### src/rtl/aux_pkg.sv
package aux_pkg;
    typedef enum logic [1:0] {
        ST_IDLE   = 2'd0,
        ST_SETUP  = 2'd1,
        ST_STROBE = 2'd2,
        ST_HOLD   = 2'd3
    } aux_state_e;
endpackage

### src/rtl/aux_cycle_ctrl.sv
module aux_cycle_ctrl
    import aux_pkg::*;
#(
    parameter int DW      = 8,
    parameter int AW      = 3,
    parameter int DEVS    = 8,
    parameter int TIMEOUT = 256
) (
    input  logic                     clk,
    input  logic                     rst_n,
    input  logic                     req,
    input  logic                     we,
    input  logic [$clog2(DEVS)-1:0]  dev,
    input  logic [AW-1:0]            addr,
    input  logic [DW-1:0]            wdata,
    output logic                     ack,
    output logic [DW-1:0]            rdata,
    output logic                     err,
    output logic [DEVS-1:0]          cs_n,
    output logic [AW-1:0]            pb_addr,
    output logic [DW-1:0]            pb_wdata,
    output logic                     pb_wdata_oe,
    output logic                     rd_n,
    output logic                     wr_n,
    input  logic [DW-1:0]            pb_rdata,
    input  logic                     pb_ready,
    input  logic                     pb_hold
);
    localparam int DIW = $clog2(DEVS);
    localparam int TW  = $clog2(TIMEOUT);
    localparam logic [TW-1:0] LAST = TW'(TIMEOUT - 1);

    typedef struct packed {
        aux_state_e     state;
        logic           we;
        logic [DIW-1:0] dev;
        logic [AW-1:0]  addr;
        logic [DW-1:0]  wdata;
        logic [TW-1:0]  cnt;
        logic [DW-1:0]  rdata;
        logic           err;
        logic           ack;
    } ctl_t;

    ctl_t ctl_d, ctl_q;
    logic done_w;

    assign done_w = pb_ready && !pb_hold;

    always_comb begin
        ctl_d     = ctl_q;
        ctl_d.ack = 1'b0;
        unique case (ctl_q.state)
            ST_IDLE: begin
                if (req) begin
                    ctl_d.state = ST_SETUP;
                    ctl_d.we    = we;
                    ctl_d.dev   = dev;
                    ctl_d.addr  = addr;
                    ctl_d.wdata = wdata;
                    ctl_d.cnt   = '0;
                    ctl_d.err   = 1'b0;
                end
            end
            ST_SETUP: begin
                ctl_d.state = ST_STROBE;
            end
            ST_STROBE: begin
                if (done_w) begin
                    if (!ctl_q.we) begin
                        ctl_d.rdata = pb_rdata;
                    end
                    ctl_d.state = ST_HOLD;
                end else if (ctl_q.cnt == LAST) begin
                    ctl_d.err = 1'b1;
                    if (!ctl_q.we) begin
                        ctl_d.rdata = '1;
                    end
                    ctl_d.state = ST_HOLD;
                end else begin
                    ctl_d.cnt = ctl_q.cnt + 1'b1;
                end
            end
            ST_HOLD: begin
                ctl_d.state = ST_IDLE;
                ctl_d.ack   = 1'b1;
            end
            default: ctl_d.state = ST_IDLE;
        endcase
    end

    always_ff @(posedge clk) begin
        if (!rst_n) begin
            ctl_q <= '{state: ST_IDLE, default: '0};
        end else begin
            ctl_q <= ctl_d;
        end
    end

    for (genvar g = 0; g < DEVS; g++) begin : g_cs
        assign cs_n[g] = !((ctl_q.state != ST_IDLE) && (ctl_q.dev == DIW'(g)));
    end

    assign pb_addr     = ctl_q.addr;
    assign pb_wdata    = ctl_q.wdata;
    assign pb_wdata_oe = (ctl_q.state != ST_IDLE) && ctl_q.we;
    assign rd_n        = !((ctl_q.state == ST_STROBE) && !ctl_q.we);
    assign wr_n        = !((ctl_q.state == ST_STROBE) && ctl_q.we);
    assign ack         = ctl_q.ack;
    assign rdata       = ctl_q.rdata;
    assign err         = ctl_q.err;

    a_r2_single_cs: assert property (@(posedge clk) disable iff (!rst_n)
        $onehot0(~cs_n));

    a_r4_one_strobe: assert property (@(posedge clk) disable iff (!rst_n)
        !(!rd_n && !wr_n));

    a_r3_setup_first: assert property (@(posedge clk) disable iff (!rst_n)
        ($fell(rd_n) || $fell(wr_n)) |-> ($past(cs_n) != '1));

    a_r5_release: assert property (@(posedge clk) disable iff (!rst_n)
        ((!rd_n || !wr_n) && pb_ready && !pb_hold) |=> (rd_n && wr_n));

    a_r6_hold_stretch: assert property (@(posedge clk) disable iff (!rst_n)
        ((!rd_n || !wr_n) && pb_hold && ctl_q.cnt != LAST) |=> (!rd_n || !wr_n));

    a_r3_ack_released: assert property (@(posedge clk) disable iff (!rst_n)
        ack |-> (cs_n == '1 && $past(rd_n) && $past(wr_n)));
endmodule

### src/rtl/aux_irq_latch.sv
module aux_irq_latch #(
    parameter int NIRQ = 2
) (
    input  logic            clk,
    input  logic            rst_n,
    input  logic [NIRQ-1:0] irq_in,
    input  logic [NIRQ-1:0] en,
    input  logic [NIRQ-1:0] clr,
    output logic [NIRQ-1:0] status,
    output logic            irq_out
);
    typedef struct packed {
        logic [NIRQ-1:0] prev;
        logic [NIRQ-1:0] status;
    } irq_t;

    irq_t irq_d, irq_q;

    always_comb begin
        irq_d        = irq_q;
        irq_d.prev   = irq_in;
        irq_d.status = (irq_q.status & ~clr) | (irq_in & ~irq_q.prev);
    end

    always_ff @(posedge clk) begin
        if (!rst_n) begin
            irq_q <= '0;
        end else begin
            irq_q <= irq_d;
        end
    end

    assign status  = irq_q.status;
    assign irq_out = |(irq_q.status & en);

    for (genvar i = 0; i < NIRQ; i++) begin : g_chk
        a_r10_edge_sets: assert property (@(posedge clk) disable iff (!rst_n)
            (irq_in[i] && !irq_q.prev[i]) |=> status[i]);
        a_r10_sticky: assert property (@(posedge clk) disable iff (!rst_n)
            (status[i] && !clr[i]) |=> status[i]);
        a_r10_no_spurious: assert property (@(posedge clk) disable iff (!rst_n)
            (!status[i] && !(irq_in[i] && !irq_q.prev[i])) |=> !status[i]);
    end
endmodule

### src/rtl/aux_bridge.sv
module aux_bridge #(
    parameter int DW      = 8,
    parameter int AW      = 3,
    parameter int DEVS    = 8,
    parameter int NIRQ    = 2,
    parameter int TIMEOUT = 256
) (
    input  logic                    clk,
    input  logic                    rst_n,
    input  logic                    host_req,
    input  logic                    host_we,
    input  logic [$clog2(DEVS)-1:0] host_dev,
    input  logic [AW-1:0]           host_addr,
    input  logic [DW-1:0]           host_wdata,
    output logic                    host_ack,
    output logic [DW-1:0]           host_rdata,
    output logic                    host_err,
    input  logic [NIRQ-1:0]         irq_en,
    input  logic [NIRQ-1:0]         irq_clr,
    output logic [NIRQ-1:0]         irq_status,
    output logic                    irq_out,
    output logic [DEVS-1:0]         pb_cs_n,
    output logic [AW-1:0]           pb_addr,
    output logic [DW-1:0]           pb_wdata,
    output logic                    pb_wdata_oe,
    input  logic [DW-1:0]           pb_rdata,
    output logic                    pb_rd_n,
    output logic                    pb_wr_n,
    input  logic                    pb_ready,
    input  logic                    pb_hold,
    input  logic [NIRQ-1:0]         pb_irq
);
    aux_cycle_ctrl #(
        .DW(DW), .AW(AW), .DEVS(DEVS), .TIMEOUT(TIMEOUT)
    ) u_cycle (
        .clk        (clk),
        .rst_n      (rst_n),
        .req        (host_req),
        .we         (host_we),
        .dev        (host_dev),
        .addr       (host_addr),
        .wdata      (host_wdata),
        .ack        (host_ack),
        .rdata      (host_rdata),
        .err        (host_err),
        .cs_n       (pb_cs_n),
        .pb_addr    (pb_addr),
        .pb_wdata   (pb_wdata),
        .pb_wdata_oe(pb_wdata_oe),
        .rd_n       (pb_rd_n),
        .wr_n       (pb_wr_n),
        .pb_rdata   (pb_rdata),
        .pb_ready   (pb_ready),
        .pb_hold    (pb_hold)
    );

    aux_irq_latch #(
        .NIRQ(NIRQ)
    ) u_irq (
        .clk    (clk),
        .rst_n  (rst_n),
        .irq_in (pb_irq),
        .en     (irq_en),
        .clr    (irq_clr),
        .status (irq_status),
        .irq_out(irq_out)
    );
endmodule

### config.mk
export PLATFORM = sky130hd
export DESIGN_NAME = aux_bridge
export DESIGN_NICKNAME = d
export VERILOG_FILES = /design/src/rtl/aux_pkg.sv /design/src/rtl/aux_cycle_ctrl.sv /design/src/rtl/aux_irq_latch.sv /design/src/rtl/aux_bridge.sv
export SDC_FILE = /design/constraint.sdc
export NUM_CORES = 1
export LEC_CHECK = 0
export BUFFER_PORTS_ARGS = -buffer_cell sky130_fd_sc_hd__buf_2
export CORE_AREA = 2 2 92 94
export DETAILED_ROUTE_END_ITERATION = 16
export DIE_AREA = 0 0 94 96
export HOLD_SLACK_MARGIN = 0.08
export PLACE_DENSITY = 0.47
export SYNTH_ARGS = -nofsm -noshare
export SYNTH_HDL_FRONTEND = slang
export SYNTH_SLANG_ARGS = --single-unit
### constraint.sdc
create_clock -name clk -period 2.1 [get_ports clk]
set_input_delay 0.105 -clock clk [delete_from_list [all_inputs] [get_ports clk]]
set_output_delay 0.105 -clock clk [all_outputs]
set_load 0.02 [all_outputs]
; ---- After elaboration in Yosys (flattened, before gate mapping)
; Index checks and enable logic that the tools add are counted.
[word_totals]
latch_bits = 0
output_inout_bits = 35
wordCells = 85
ram_bits = 0
input_bits = 34
rom_bits = 0
reg_bits = 39
n_memories = 0
[op_classes]
multipliers = 0
shift = 0
magnitude_cmp = 0
n_addsub = 1
n_eq_ne = 16
n_bitwise = 7
mux = 15
reduce_logical = 35
div_mod_pow = 0
[ops]
columns = cell, n
row1 = $mux W8, 5
row2 = $mux W25, 1
row3 = $pmux W8 S2, 1
row4 = $eq A3 B3 Y1 const B, 4
row5 = $logic_and A1 B1 Y1, 12
row6 = $logic_not A1 Y1, 12
row7 = $mux W9, 1
row8 = $add A8 B1 Y8 const B, 1
row9 = $eq A8 B8 Y1 const B, 1
row10 = $pmux W2 S4, 1
row11 = $reduce_and A4 Y1, 2
row12 = $and A2 B2 Y2, 3
row13 = $eq A3 B2 Y1 const B, 2
row14 = $ne A2 B2 Y1 const B, 3
row15 = $reduce_bool A2 Y1, 3
row16 = $eq A2 B2 Y1 const B, 2
row17 = $mux W2, 2
row18 = $not A2 Y2, 2
row19 = $reduce_and A2 Y1, 2
row20 = $eq A3 B1 Y1 const B, 1
row21 = $logic_not A3 Y1, 1
row22 = $mux W1, 3
row23 = $ne A3 B1 Y1 const B, 1
row24 = $reduce_and A3 Y1, 1
row25 = 7 further kinds, 7

; ---- Logic depth before layout (Yosys ltp)
[logic_depth]
word_depth = 4
depth_mapped = 8
ltp_nobuf = 6

; ---- Modules after synthesis
; A second synthesis with hierarchy kept.
[hier_totals]
cells_unflattened = 210
area_unflattened_um2 = 1869.3
[by_module_without_submodules]
columns = mod, area_per_inst_um2, seq_area_each_um2, instances, cells_per_inst
row1 = aux_cycle_ctrl, 1705.4, 700.7, 1, 195
row2 = aux_irq_latch, 163.9, 80.1, 1, 15

; ---- Worst setup path before layout
; Ideal clock, no wire load.
[synth_timing]
kind = register to register
start = register u_cycle.ctl_q[33] (netlist bit)
end = register u_cycle.ctl_q (netlist bit u_cycle.rdata[0])
setup_time_ns = 0.058
period_less_slack_ns = 1.596
arrival_ns = 1.537
n_path_buf = 2
slack_ns = 0.504
t_required_ns = 2.042
path_stages_with_launch = 8
cell_sequence = dfxtp_1 -> inv_1 -> ha_1 -> buf_2 -> nand2b_1 -> nand2b_1 -> clkbuf_1 -> o221a_2
[synth_between]
elab_chain_len = 2
[synth_rtl]
columns = element, line_no
row1 = "start, declared", aux_cycle_ctrl.sv:45  ; ctl_t ctl_d, ctl_q;
row2 = "start signal, assigned", aux_cycle_ctrl.sv:96  ; ctl_q <= ctl_d;
row3 = $eq A2 B2 Y1, aux_cycle_ctrl.sv:53  ; unique case (ctl_q.state)
row4 = $reduce_and A3 Y1 (no source line), -
; Every way passes these cells.
; A chain may end at the register's enable or synchronous reset.

; ---- Final worst setup path
[layout_timing]
start = register u_cycle.ctl_q[33] (netlist bit)
end = output port pb_cs_n[7]
[layout_between]
elab_chain_len = 3
[layout_rtl]
columns = element, line_no
row1 = $reduce_bool A2 Y1, aux_cycle_ctrl.sv:101  ; assign cs_n[g] = !((ctl_q.state != ST_IDLE) && (ctl_q.dev == DIW'(g)));
row2 = $logic_and A1 B1 Y1, aux_cycle_ctrl.sv:101
row3 = $logic_not A1 Y1, aux_cycle_ctrl.sv:101
row4 = "end, declared", aux_bridge.sv:22  ; output logic [DEVS-1:0] pb_cs_n,
; Every way passes these cells.

==> impl_metrics.ini <==
[critical_path]
critPathLaunchType = flip-flop
end_kind = output port
worst-setup-path-type = reg2out
cp.required_ns = 2.00
path_max_fanout = 6
reg2reg_slack_ns = 0.39
arrival_ns = 1.66

[route]
first_pass_iters = 4
drc = 0
drtIter0Drc = 57
avgViaCountPerCell = 4.28
vias = 1733
ant_nets = 0
wl_per_cell_um = 11.3
wl_um = 4570

[synthesis]
syn-num-nets = 266
yosysSeqAreaShare = 0.399
ys_seq_elements = 39
yosys-top-cells-area = dfxtp_1 40%, nand2_1 9.2%, buf_4 8.4%, a21boi_0 5.8%, o221a_2 5.8%
yosys_most_used_dff = dfxtp_1
synth_top_cell_area_share = 0.399
synth.avg_cell_area_sq_um = 8.59
synth_edf_count = 0
async_flop_share = 0
synth_area_sq_mm = 0.00196
synth_top_cell_by_area = dfxtp_1
synth_cell_type_count = 39
synth_cells = 228
synth_warnings = 0

[cts]
root_buffer = clkbuf_8
cts_buffer_depth = 2
cts-buffers-inserted = 5
htree_levels = 2
clk_pin_slew_ns = 0.08
clkSinkCount = 39
clk_latency_ns = 0.29
cts_tree = yes
ctsResizeCount = 0

[sta]
hold_ws_ns = 0.127
tns_ns = 0
rsz0062_at_grt = false
hold_viol_final = 0
max_freq_mhz = 565
setup_ws_ns = 0.332
fin_crit_sh = 0.842
post-route-min-period_ns = 1.77
fin_worst_skew_ns = 0.00570
relSlewSlack = 0.607
drv_slew = 0
setup_viol = 0
tightest_slew_ns = 0.590

[layout]
diodes = 0
stdcell_area_sq_mm = 0.00259
nets = 337
drive_above_1_share = 0.320
syn2layout_area_growth_pct = 32.1
fillers = 861

[die]
die_y_um = 96
coreArea_sq_mm = 0.00805
die_w_um = 94
fp-row-count = 33
start_util = 0.243
pin_count = 69
die_area_sq_mm = 0.00902

[job]
drv_cap = 0

[placed_design]
place_congestion = 0.820
post-place-ws_ns = 0.399
postPlaceCellArea_sq_mm = 0.00225
dp_hpwl_um = 3240
portBuffers = 68

[power]
p_leak_uw = 0.00109
power_uw = 2100
ir_drop_uv = 290
power.density_mw_per_mm2 = 811

[grt]
grt_pass1_vias = 1567
grt_overflow = 0
antenna_found_initial = 0
track_usage = 0.105
grt_pass1_wl_um = 7470
grt_max_degree = 21

[worst_hold_path]
hp-class = in2reg

[outcome]
status = finished clean
[metrics by stage]
stage / cells / utilization
6_report: 405 / 0.321
5_1_grt: 405 / 0.321
4_1_cts: 405 / 0.321
3_5_place_dp: 372 / 0.280
3_3_place_gp: 372 / 0.280
2_1_floorplan: 228 / -
[critical path, stage by stage (launching register included)]
cell and delay, ns:
dfxtp_1 0.36, inv_1 0.07, ha_1 0.25, buf_4 0.17, nor2b_1 0.25, nand3_1 0.11
buf_2 0.17
[what timing repair did]
item	4_1_cts	5_1_grt
buffers inserted	0	0
endpoints found under the hold margin	25	0
hold buffers	25	0
[cell usage in the layout, fill, tap and decap left out, types with 2 or more instances in the layout]
| master | netlist | routed |
|---|---|---|
| a21boi_0 | 15 | 15 |
| mux2i_1 | 2 | 2 |
| buf_2 | 3 | 68 |
| and2_1 | 7 | 7 |
| clkbuf_8 | 0 | 5 |
| o221a_2 | 10 | 10 |
| a31oi_1 | 2 | 2 |
| o22ai_1 | 4 | 4 |
| or3_1 | 2 | 2 |
| o211ai_1 | 2 | 2 |
| nand3_1 | 11 | 11 |
| buf_4 | 22 | 5 |
| nand4_1 | 2 | 2 |
| nand2b_1 | 5 | 5 |
| o21a_1 | 2 | 2 |
| nor2_1 | 3 | 3 |
| dlygate4sd3_1 | 0 | 25 |
| clkinv_2 | 0 | 3 |
| o2111ai_1 | 2 | 2 |
| a21oi_1 | 2 | 2 |
| nor2b_1 | 6 | 6 |
| dfxtp_1 | 39 | 39 |
| nor3_1 | 2 | 2 |
| inv_1 | 7 | 7 |
| nand2_1 | 48 | 48 |
| o21ai_0 | 2 | 2 |
| nand4b_1 | 2 | 2 |
| ha_1 | 4 | 4 |
[synth_stat cells (3+ instances only)]
library cell,count
nor2b_1,6
o221a_2,10
buf_2,3
dfxtp_1,39
o22ai_1,4
inv_1,7
clkbuf_1,9
nand2_1,48
nand3_1,11
nor2_1,3
a21boi_0,15
nand2b_1,5
ha_1,4
buf_4,22
and2_1,7
[worst paths after layout]
check | from | endpoint | cells after the start
worst min-delay path | irq_clr[0] | u_irq.status[0]$_SDFF_PN0_ | 3
worst max register to register | u_cycle.ctl_q[33]$_SDFFE_PN0P_ | u_cycle.ctl_q[13]$_SDFFE_PN0P_ | 6
worst max-delay path | u_cycle.ctl_q[33]$_SDFFE_PN0P_ | pb_cs_n[7] | 6
worst min register to register | u_cycle.pb_addr[0]$_SDFFE_PN0P_ | u_cycle.pb_addr[0]$_SDFFE_PN0P_ | 2
[area by class of cell]
| class | count | area (sq um) | area share |
|---|---|---|---|
| multi-input combinational | 148 | 937 | 0.362 |
| tap | 105 | 131 | 0.0508 |
| inverter | 7 | 26.3 | 0.0102 |
| sequential | 39 | 781 | 0.302 |
| clock inverter | 3 | 15.0 | 0.00580 |
| clock buffer | 5 | 68.8 | 0.0266 |
| timing repair buffer | 98 | 628 | 0.243 |
[registers in the layout (all words and copies together), names as in the netlist]
register	count
u_cycle.ack	1
u_cycle.ctl_q	14
u_cycle.err	1
u_cycle.pb_addr	3
u_cycle.pb_wdata	8
u_cycle.rdata	8
u_irq.irq_q	2
u_irq.status	2
[logic make-up after synthesis]
family | share of synthesized area
compound gates | 0.190
fa+ha+maj | 0.0256
buf+inv | 0.123
flops | 0.399
mux | 0.0160
simple gates | 0.247
[layer usage]
layer | routed length, um | global-route usage | vias to the layer above | part of all wire
met5 | 0 | 0 | - | 0
met4 | 77 | 0.0399 | 0 | 0.017
met3 | 195 | 0.0243 | 6 | 0.043
met2 | 2140 | 0.172 | 40 | 0.47
met1 | 2170 | 0.133 | 779 | 0.47
li1 | - | - | 908 | -
[where the power goes]
part	internal [uW]	total, uW	switching [uW]
clock network	228	503	275
logic	277	695	418
registers	839	900	61.3
Note: power is estimated with default switching activity, not from simulation.
